===== config.mk =====
export PLATFORM = sky130hd
export DESIGN_NAME = dma_prio_arbiter
export DESIGN_NICKNAME = d
export VERILOG_FILES = /design/src/rtl/dma_arb_pkg.sv /design/src/rtl/prio_regs.sv /design/src/rtl/prio_select.sv /design/src/rtl/grant_ctrl.sv /design/src/rtl/dma_prio_arbiter.sv
export SDC_FILE = /design/constraint.sdc
export NUM_CORES = 1
export LEC_CHECK = 0
export CAP_MARGIN = 20
export CORE_AREA = 2 2 39 41
export DETAILED_ROUTE_END_ITERATION = 12
export DIE_AREA = 0 0 41 43
export SYNTH_ARGS = -nofsm -noshare
export SYNTH_HDL_FRONTEND = slang
export SYNTH_SLANG_ARGS = --single-unit

===== constraint.sdc =====
create_clock -name clk -period 3.65 [get_ports clk]
set_input_delay 0.5475 -clock clk [delete_from_list [all_inputs] [get_ports clk]]
set_output_delay 0.5475 -clock clk [all_outputs]
set_load 0.02 [all_outputs]

===== src/rtl/dma_arb_pkg.sv =====
package dma_arb_pkg;
  localparam int LVL_W     = 2;
  localparam int NSW       = 2;
  localparam int NCLI      = NSW + 1;
  localparam int SEL_W     = (NSW > 1) ? $clog2(NSW) : 1;
  localparam int IDX_VID   = 0;
  localparam int IDX_PROC  = 1;
  localparam int IDX_HOST  = 2;
  localparam logic [LVL_W-1:0] LVL_FLOOR = LVL_W'(1);
  localparam logic [LVL_W-1:0] LVL_RESET = {LVL_W{1'b1}};
  typedef logic [LVL_W-1:0] lvl_t;
  typedef logic [NCLI-1:0]  gnt_t;
endpackage


===== src/rtl/prio_regs.sv =====
module prio_regs
  import dma_arb_pkg::*;
(
  input  logic                      clk,
  input  logic                      rst_n,
  input  logic                      we,
  input  logic [SEL_W-1:0]          sel,
  input  lvl_t                      wlevel,
  output logic [NSW-1:0][LVL_W-1:0] lvl
);
  lvl_t wclamped;
  assign wclamped = (wlevel == '0) ? LVL_FLOOR : wlevel;

  for (genvar i = 0; i < NSW; i++) begin : g_reg
    always_ff @(posedge clk or negedge rst_n) begin
      if (!rst_n)
        lvl[i] <= LVL_RESET;
      else if (we && (sel == SEL_W'(i)))
        lvl[i] <= wclamped;
    end

    assert_level_nonzero_R7: assert property (@(posedge clk) disable iff (!rst_n)
      lvl[i] != '0);
  end
endmodule


===== src/rtl/prio_select.sv =====
module prio_select
  import dma_arb_pkg::*;
(
  input  logic                      vid_req,
  input  logic [NSW-1:0]            sw_req,
  input  logic [NSW-1:0][LVL_W-1:0] lvl,
  input  logic                      rr_host,
  output gnt_t                      pick
);
  logic proc_wins;

  always_comb begin
    if (lvl[0] < lvl[1])      proc_wins = 1'b1;
    else if (lvl[1] < lvl[0]) proc_wins = 1'b0;
    else                      proc_wins = !rr_host;
  end

  always_comb begin
    pick = '0;
    if (vid_req)
      pick[IDX_VID] = 1'b1;
    else if (sw_req[0] && sw_req[1])
      pick[proc_wins ? IDX_PROC : IDX_HOST] = 1'b1;
    else if (sw_req[0])
      pick[IDX_PROC] = 1'b1;
    else if (sw_req[1])
      pick[IDX_HOST] = 1'b1;
  end
endmodule


===== src/rtl/grant_ctrl.sv =====
module grant_ctrl
  import dma_arb_pkg::*;
(
  input  logic clk,
  input  logic rst_n,
  input  gnt_t pick,
  input  logic done,
  output gnt_t gnt,
  output logic rr_host
);
  logic idle;
  assign idle = (gnt == '0);

  always_ff @(posedge clk or negedge rst_n) begin
    if (!rst_n) begin
      gnt     <= '0;
      rr_host <= 1'b0;
    end else if (idle) begin
      gnt <= pick;
      if (pick[IDX_PROC]) rr_host <= 1'b1;
      if (pick[IDX_HOST]) rr_host <= 1'b0;
    end else if (done) begin
      gnt <= '0;
    end
  end

  assert_onehot_R2: assert property (@(posedge clk) disable iff (!rst_n)
    $onehot0(gnt));
  assert_hold_R9: assert property (@(posedge clk) disable iff (!rst_n)
    (!idle && !done) |=> $stable(gnt));
  assert_release_R9: assert property (@(posedge clk) disable iff (!rst_n)
    (!idle && done) |=> (gnt == '0));
  assert_ptr_turn_R8: assert property (@(posedge clk) disable iff (!rst_n)
    (idle && pick[IDX_PROC]) |=> rr_host);
endmodule


===== src/rtl/dma_prio_arbiter.sv =====
module dma_prio_arbiter
  import dma_arb_pkg::*;
(
  input  logic             clk,
  input  logic             rst_n,
  input  logic             cfg_we,
  input  logic             cfg_sel,
  input  logic [LVL_W-1:0] cfg_level,
  input  logic             vid_req,
  input  logic             proc_req,
  input  logic             host_req,
  input  logic             xfer_done,
  output logic [NCLI-1:0]  gnt
);
  logic [NSW-1:0][LVL_W-1:0] lvl;
  logic [NSW-1:0]            sw_req;
  gnt_t                      pick;
  logic                      rr_host;

  assign sw_req = {host_req, proc_req};

  prio_regs u_regs (
    .clk(clk), .rst_n(rst_n), .we(cfg_we), .sel(SEL_W'(cfg_sel)),
    .wlevel(cfg_level), .lvl(lvl)
  );

  prio_select u_sel (
    .vid_req(vid_req), .sw_req(sw_req), .lvl(lvl),
    .rr_host(rr_host), .pick(pick)
  );

  grant_ctrl u_gnt (
    .clk(clk), .rst_n(rst_n), .pick(pick), .done(xfer_done),
    .gnt(gnt), .rr_host(rr_host)
  );

  assert_video_first_R4: assert property (@(posedge clk) disable iff (!rst_n)
    (gnt == '0 && vid_req) |=> gnt[IDX_VID]);
  assert_no_req_no_gnt_R10: assert property (@(posedge clk) disable iff (!rst_n)
    (gnt == '0 && !vid_req && !proc_req && !host_req) |=> (gnt == '0));
  assert_arbitrate_R3: assert property (@(posedge clk) disable iff (!rst_n)
    (gnt == '0 && (vid_req || proc_req || host_req)) |=> (gnt != '0));
  assert_idle_done_R11: assert property (@(posedge clk) disable iff (!rst_n)
    (gnt == '0 && xfer_done && proc_req && !vid_req && !host_req) |=> gnt[IDX_PROC]);
endmodule


==> reports/results.md, run 1 <==
## Outcome
* status: finished, final reports clean

## Global route
* met2 Track Usage GR: 15.94%
* grt met1 use: 14.66%
* total congestion overflow: 0
* first-pass GRT wire length: 1359 µm
* initial antenna violation count: 0
* largest net degree at the start of global routing: 9
* gr busiest metal: met2
* global routing usage summed across all routing layers: 12.40%
* via count of the first global-routing pass: 315
* routing usage on met3: 3.141%

## Power
* leakage power: 0.2404 nW
* largest vdd supply drop: 250.7 µV
* Pwr Density: 570.1 nW/µm²

## Drt
* total DRC errors in the routed layout: 0
* wirelength, routed: 784 µm
* ratio of routed vias to standard cells: 4.727
* antenna viol nets, final: 0
* count of TritonRoute iterations in the first routing pass: 4
* total number of vias: 312
* initial DRC count: 10
* wire length per cell after detailed routing: 11.88 µm

## Final layout
* Final nets: 63
* number of standard cells in the layout, taps in and fillers out: 66
* leading cell types in the layout, fill and taps excluded: sky130_fd_sc_hd__clkdlybuf4s50_1 (12), sky130_fd_sc_hd__dfrtp_1 (4), sky130_fd_sc_hd__dfstp_2 (4)
* signed area change from the synthesized netlist to the final layout: 41.69%
* Antenna Diode Count: 0
* most common cell after layout, fill and taps aside: sky130_fd_sc_hd__clkdlybuf4s50_1
* fraction of final layout cells sized beyond drive strength 1: 22.00%

## STA
* final-layout setup total negative slack: 0 ns
* RSZ-0062 raised after global routing: false
* slew at the pin closest to its max-slew limit: 0.3527 ns
* final hold violation count: 0
* max-slew headroom at the worst pin: 76.41%
* Setup Viol. Count Final: 0
* fmax: 529.8 MHz
* max-slew violation count: 0
* Min Clock Period, post-route: 1.888 ns
* final worst-path cycle share: 51.72%
* setup clock skew after layout: 0.005982 ns

## Critical path
* kind of end point of the critical path: output pin
* critical path's largest stage delay: 0.64 ns
* delay-heaviest family, CP: buffers and inverters
* Critical R2R Capture: u_gnt.gnt[2]
* CP Class: reg -> out
* critical path peak fanout: 4
* slowest cell on the critical path: sky130_fd_sc_hd__clkdlybuf4s50_1
* cells on worst reg2reg path: 5
* critical path buffer and inverter count: 1
* Reg2Reg Launch Point: u_regs.lvl[1]
* Worst Path Required: 3.10 ns
* Cell Chain, Critical Path: clkdlybuf4s50_1
* category of the worst setup path launch point: register
* reg-to-reg slack, setup: 2.13 ns
* Worst Path Arrival: 1.34 ns

## Die
* total core area: 1384 µm²
* horizontal extent of the die: 41 µm
* Top Ports: 13
* overall die area: 1763 µm²
* vertical die dimension: 43 µm
* starting utilization of the core area: 28.84%
* row count: 14

## Synth
* fraction of the mapped netlist area in compound gates: 14.11%
* total of warnings raised by yosys: 0
* summed instance area of the synthesized netlist: 399.1 µm²
* Synth Register Bits: 8
* Mean Syn Cell Area: 11.74 µm²
* sequential-to-total area share from yosys stat: 51.41%
* synthesized-area fraction occupied by xor and xnor cells: 0%
* post-synth net total: 46
* Post-Synthesis Cells: 34
* Post-Synth Simple-Gate Area: 19.75%
* number of distinct library cell variants in the gate-level netlist after synthesis: 20
* combinational family with the most area after synthesis: simple AND/OR/NAND/NOR gates
* Adder-Cell Fraction of Synth Area: 6.270%
* multiplexer area fraction after synthesis: 5.643%

## Clock network
* number of buffers between clock root and the deepest sink: 2
* count of hold buffers inserted by post-cts repair: 0
* clock-pin slew on the worst setup and hold paths: 0.06 ns
* number of buffers inserted during clock tree synthesis: 3
* H-tree level count: 1
* number of buffers inserted by post-CTS setup repair: 0
* CTS root buffer: sky130_fd_sc_hd__clkbuf_4
* total number of clock tree sinks: 8
* count of cells resized by post-cts repair: 0
* TritonCTS clock tree: done
* clock insertion delay at the later pin of the skew report: 0.25 ns

## Worst hold path
* Min-Delay Path Class: reg -> reg
* instance count along the most critical hold path: 2
* worst hold start: u_regs.lvl[2]
* WHS Endpoint: u_regs.lvl[2]

## Placement
* number of cells in the design after placement: 62
* placed wire-length estimate after detailed placement: 615.6 µm
* input/output buffers: 12
* gp weighted congestion: 0.6394

## Flow run
* count of max-cap constraint violations: 0

[cells in the mapped netlist (all sizes together)]
| cell | instances | area, µm² |
|---|---|---|
| nor2b | 2 | 12.51 |
| nor4 | 1 | 21.27 |
| o21ai | 2 | 10.01 |
| o211ai | 1 | 7.510 |
| a31oi | 1 | 6.260 |
| dfrtp | 4 | 100.1 |
| nor4b | 1 | 8.760 |
| o2bb2ai | 1 | 8.760 |
| a21oi | 1 | 5.000 |
| nand2b | 1 | 6.260 |
| dfstp | 4 | 105.1 |
| nor3b | 1 | 7.510 |
| nand2 | 3 | 11.26 |
| ha | 2 | 25.02 |
| nand3 | 1 | 5.000 |
| mux2 | 2 | 22.52 |
| nand4 | 1 | 6.260 |
| inv | 3 | 11.26 |
| a21o | 1 | 7.510 |
| a32o | 1 | 11.26 |
[sequential cells by signal, summed over array words and instances (netlist names)]
| signal | cells |
|---|---|
| u_gnt.gnt | 3 |
| u_regs.lvl | 4 |
| u_gnt.rr_host | 1 |
[per-stage QoR]
| stage | setup slack (ns) | utilization [%] | cell area (µm²) | hold slack, ns | power [W] |
|---|---|---|---|---|---|
| 3_3_place_gp | 1.940 | 38.97 | 539.3 | 0.4724 | 0.0002488 |
| 3_5_place_dp | 1.924 | 38.97 | 539.3 | 0.4766 | 0.0002505 |
| 4_1_cts | 1.749 | 40.87 | 565.5 | 0.4849 | 0.0003267 |
| 2_1_floorplan | 2.207 | - | 399.1 | 0.2519 | 0.0002011 |
| 6_report | 1.762 | 40.87 | 565.5 | 0.4841 | 0.0003224 |
| 5_1_grt | 1.716 | 40.87 | 565.5 | 0.4976 | 0.0003472 |
[kinds of logic after synthesis]
| family | after synthesis |
|---|---|
| AO/OA/AOI/OAI | 8 |
| buffers and inverters | 3 |
| adder cells (fa/ha/maj) | 2 |
| flip-flops | 8 |
| multiplexers | 2 |
| AND/OR/NAND/NOR | 11 |
[final cells by class]
| class | instances | area [µm²] |
|---|---|---|
| inverters | 3 | 11.26 |
| repair buffers | 12 | 120.1 |
| flip-flops and latches | 8 | 205.2 |
| multi-input cells | 23 | 182.7 |
| clock buffers | 4 | 26.28 |
| fillers | 142 | 818.3 |
| well taps | 16 | 20.02 |
[how the worst max path moves through the flow]
stage | start | end | slack (ns) | depth (start not counted)
3_3_place_gp | vid_req | u_gnt.gnt[1] | 1.94 | 4
3_5_place_dp | vid_req | u_gnt.gnt[1] | 1.92 | 4
4_1_cts | u_gnt.gnt[1] | gnt[1] | 1.75 | 1
2_1_floorplan | u_regs.lvl[1] | u_gnt.gnt[2] | 2.21 | 5
6_report | u_gnt.gnt[1] | gnt[1] | 1.76 | 1
5_1_grt | u_gnt.gnt[2] | gnt[2] | 1.72 | 1
[power breakdown]
part           total [W]  switching (W)  internal [W]
clock          0.0000736      0.0000317     0.0000419
sequential      0.000144      0.0000268      0.000117
combinational   0.000105      0.0000468     0.0000584
[routing by layer]
layer	vias up	routed length, µm	share of wire, %
met5	-	0	0
met4	0	19	2.4
met3	2	36	4.6
met2	7	384	49
met1	146	343	44
li1	157	-	-
Note: power is estimated with default switching activity, not from simulation.
==> inputs of run 2 (changes only) <==
- clock period: 3.65 -> 1.7 ns (I/O delays scaled with it)
==> run 2 against run 1 <==
Effect of this change:
- worst setup slack got worse by 1.6 ns
- routed wire length decreased by 14%
- register-to-register slack got worse by 1.9 ns
- largest power group unchanged
==> reports/results.md, run 2 (same netlist as run 1, synthesis figures left out) <==
## Clock network
* count of hold buffers inserted by post-cts repair: 0, unchanged
* H-tree level count: 1, unchanged
* clock insertion delay at the later pin of the skew report: 0.25 ns, about the same
* number of buffers between clock root and the deepest sink: 2, unchanged
* count of cells resized by post-cts repair: 0, unchanged
* number of buffers inserted by post-CTS setup repair: 0, unchanged
* total number of clock tree sinks: 8, unchanged
* CTS root buffer: sky130_fd_sc_hd__clkbuf_4
* clock-pin slew on the worst setup and hold paths: 0.06 ns, about the same
* number of buffers inserted during clock tree synthesis: 3, unchanged
* TritonCTS clock tree: done

## Placement
* Placement Cell Area: 539.3 µm², unchanged
* number of cells in the design after placement: 62, unchanged
* gp weighted congestion: 0.6575, +2.8%
* placed wire-length estimate after detailed placement: 566.7 µm, -7.9%
* input/output buffers: 12, unchanged

## Outcome
* status: finished, final reports clean

## Critical path
* critical path's largest stage delay: 0.64 ns, about the same
* Cell Chain, Critical Path: clkdlybuf4s50_1
* category of the worst setup path launch point: register
* delay-heaviest family, CP: buffers and inverters
* reg-to-reg slack, setup: 0.19 ns, -1.94 ns
* critical path buffer and inverter count: 1, unchanged
* critical path peak fanout: 4, unchanged
* Worst Path Required: 1.44 ns, -1.66 ns
* Critical R2R Capture: u_gnt.gnt[2]
* slowest cell on the critical path: sky130_fd_sc_hd__clkdlybuf4s50_1
* Worst Path Arrival: 1.32 ns, -0.02 ns
* CP Class: reg -> out
* cells on worst reg2reg path: 5, unchanged
* Reg2Reg Launch Point: u_regs.lvl[1]
* kind of end point of the critical path: output pin

## Drt
* total DRC errors in the routed layout: 0, unchanged
* total number of vias: 311, -0.32%
* initial DRC count: 8, -2
* wirelength, routed: 677 µm, -14%
* count of TritonRoute iterations in the first routing pass: 2, -2
* wire length per cell after detailed routing: 10.26 µm, -14%
* antenna viol nets, final: 0, unchanged
* ratio of routed vias to standard cells: 4.712, -0.32%

## Global route
* total congestion overflow: 0, unchanged
* grt met1 use: 12.13%, -2.5 points
* initial antenna violation count: 0, unchanged
* routing usage on met3: 3.141%, unchanged
* gr busiest metal: met2
* largest net degree at the start of global routing: 9, unchanged
* global routing usage summed across all routing layers: 9.495%, -2.9 points
* first-pass GRT wire length: 1083 µm, -20%
* via count of the first global-routing pass: 286, -9.2%
* met2 Track Usage GR: 12.19%, -3.7 points

## Final layout
* Register Area: 205.2 µm², unchanged
* most common cell after layout, fill and taps aside: sky130_fd_sc_hd__clkdlybuf4s50_1
* finished layout cell area: 565.5 µm², unchanged
* Filler cells: 150, +5.6%
* fraction of final layout cells sized beyond drive strength 1: 22.00%, unchanged
* leading cell types in the layout, fill and taps excluded: sky130_fd_sc_hd__clkdlybuf4s50_1 (12), sky130_fd_sc_hd__dfrtp_1 (4), sky130_fd_sc_hd__dfstp_2 (4)
* signed area change from the synthesized netlist to the final layout: 41.69%, unchanged
* multi-input gate area in the final layout: 182.7 µm², unchanged
* register name with the most flops: u_regs.lvl
* Antenna Diode Count: 0, unchanged
* flip-flop count of the largest register, all copies and words added: 4, unchanged
* Final nets: 63, unchanged
* number of standard cells in the layout, taps in and fillers out: 66, unchanged
* registers with the highest flip-flop counts: u_regs.lvl (4), u_gnt.gnt (3), u_gnt.rr_host (1)

## STA
* final worst-path cycle share: 92.47%
* worst hold margin: 0.2727 ns, -0.2115 ns
* max-slew violation count: 0, unchanged
* Setup Viol. Count Final: 0, unchanged
* RSZ-0062 raised after global routing: false
* final hold violation count: 0, unchanged
* slew at the pin closest to its max-slew limit: 0.3537 ns, +0.001020 ns
* fmax: 636.2 MHz
* Min Clock Period, post-route: 1.572 ns
* final-layout setup total negative slack: 0 ns, unchanged
* max-slew headroom at the worst pin: 76.34%, about the same
* setup clock skew after layout: 0.006796 ns, +0.0008137 ns

## Power
* sum of internal, switching and leakage power: 0.0006816 W, +110%
* leakage power: 0.2404 nW, unchanged
* Pwr Density: 1205 nW/µm², +110%
* largest vdd supply drop: 458.3 µV, +83%

## Die
* total core area: 1384 µm², unchanged
* vertical die dimension: 43 µm, unchanged
* Top Ports: 13, unchanged
* starting utilization of the core area: 28.84%, unchanged
* horizontal extent of the die: 41 µm, unchanged
* row count: 14, unchanged
* overall die area: 1763 µm², unchanged

## Flow run
* count of max-cap constraint violations: 0, unchanged

## Worst hold path
* Min-Delay Path Class: in -> async

==> run 2: worst max-delay path by stage <==
stage,startpoint,end,slack (ns),cells past startpoint
3_3_place_gp,u_regs.lvl[1],u_gnt.gnt[2],0.17,5
3_5_place_dp,u_regs.lvl[1],u_gnt.gnt[2],0.17,5
2_1_floorplan,u_regs.lvl[1],u_gnt.gnt[2],0.26,5
5_1_grt,u_gnt.gnt[2],gnt[2],0.08,1
6_report,u_gnt.gnt[1],gnt[1],0.13,1
4_1_cts,u_gnt.gnt[1],gnt[1],0.11,1
==> run 2: stage by stage <==
step                      util, %  setup WS, ns
after floorplan                 -        0.2572
after global placement      38.97        0.1697
after detailed placement    38.97        0.1719
after CTS                   40.87        0.1096
after global routing        40.87       0.07927
final                       40.87        0.1281
==> run 2: power by group <==
part / internal [W] / total, W / switching, W / leakage, nW
Clock: 0.0000899 / 0.000156 / 0.0000664 / 0.0150
Sequential: 0.000251 / 0.000302 / 0.0000510 / 0.0925
Combinational: 0.000125 / 0.000223 / 0.0000985 / 0.133
Total: 0.000466 / 0.000682 / 0.000216 / 0.240
==> run 2: metal layers <==
metal	routed length, µm	vias up
met5	0	-
met4	5	0
met3	29	2
met2	337	5
met1	305	145
li1	-	159
==> run 2: cell type report <==
class / count / share of cell area [%]
clock buffer: 4 / 4.646
inverter: 3 / 1.991
multi-input combinational: 23 / 32.30
sequential: 8 / 36.28
tap: 16 / 3.540
timing repair buffer: 12 / 21.24
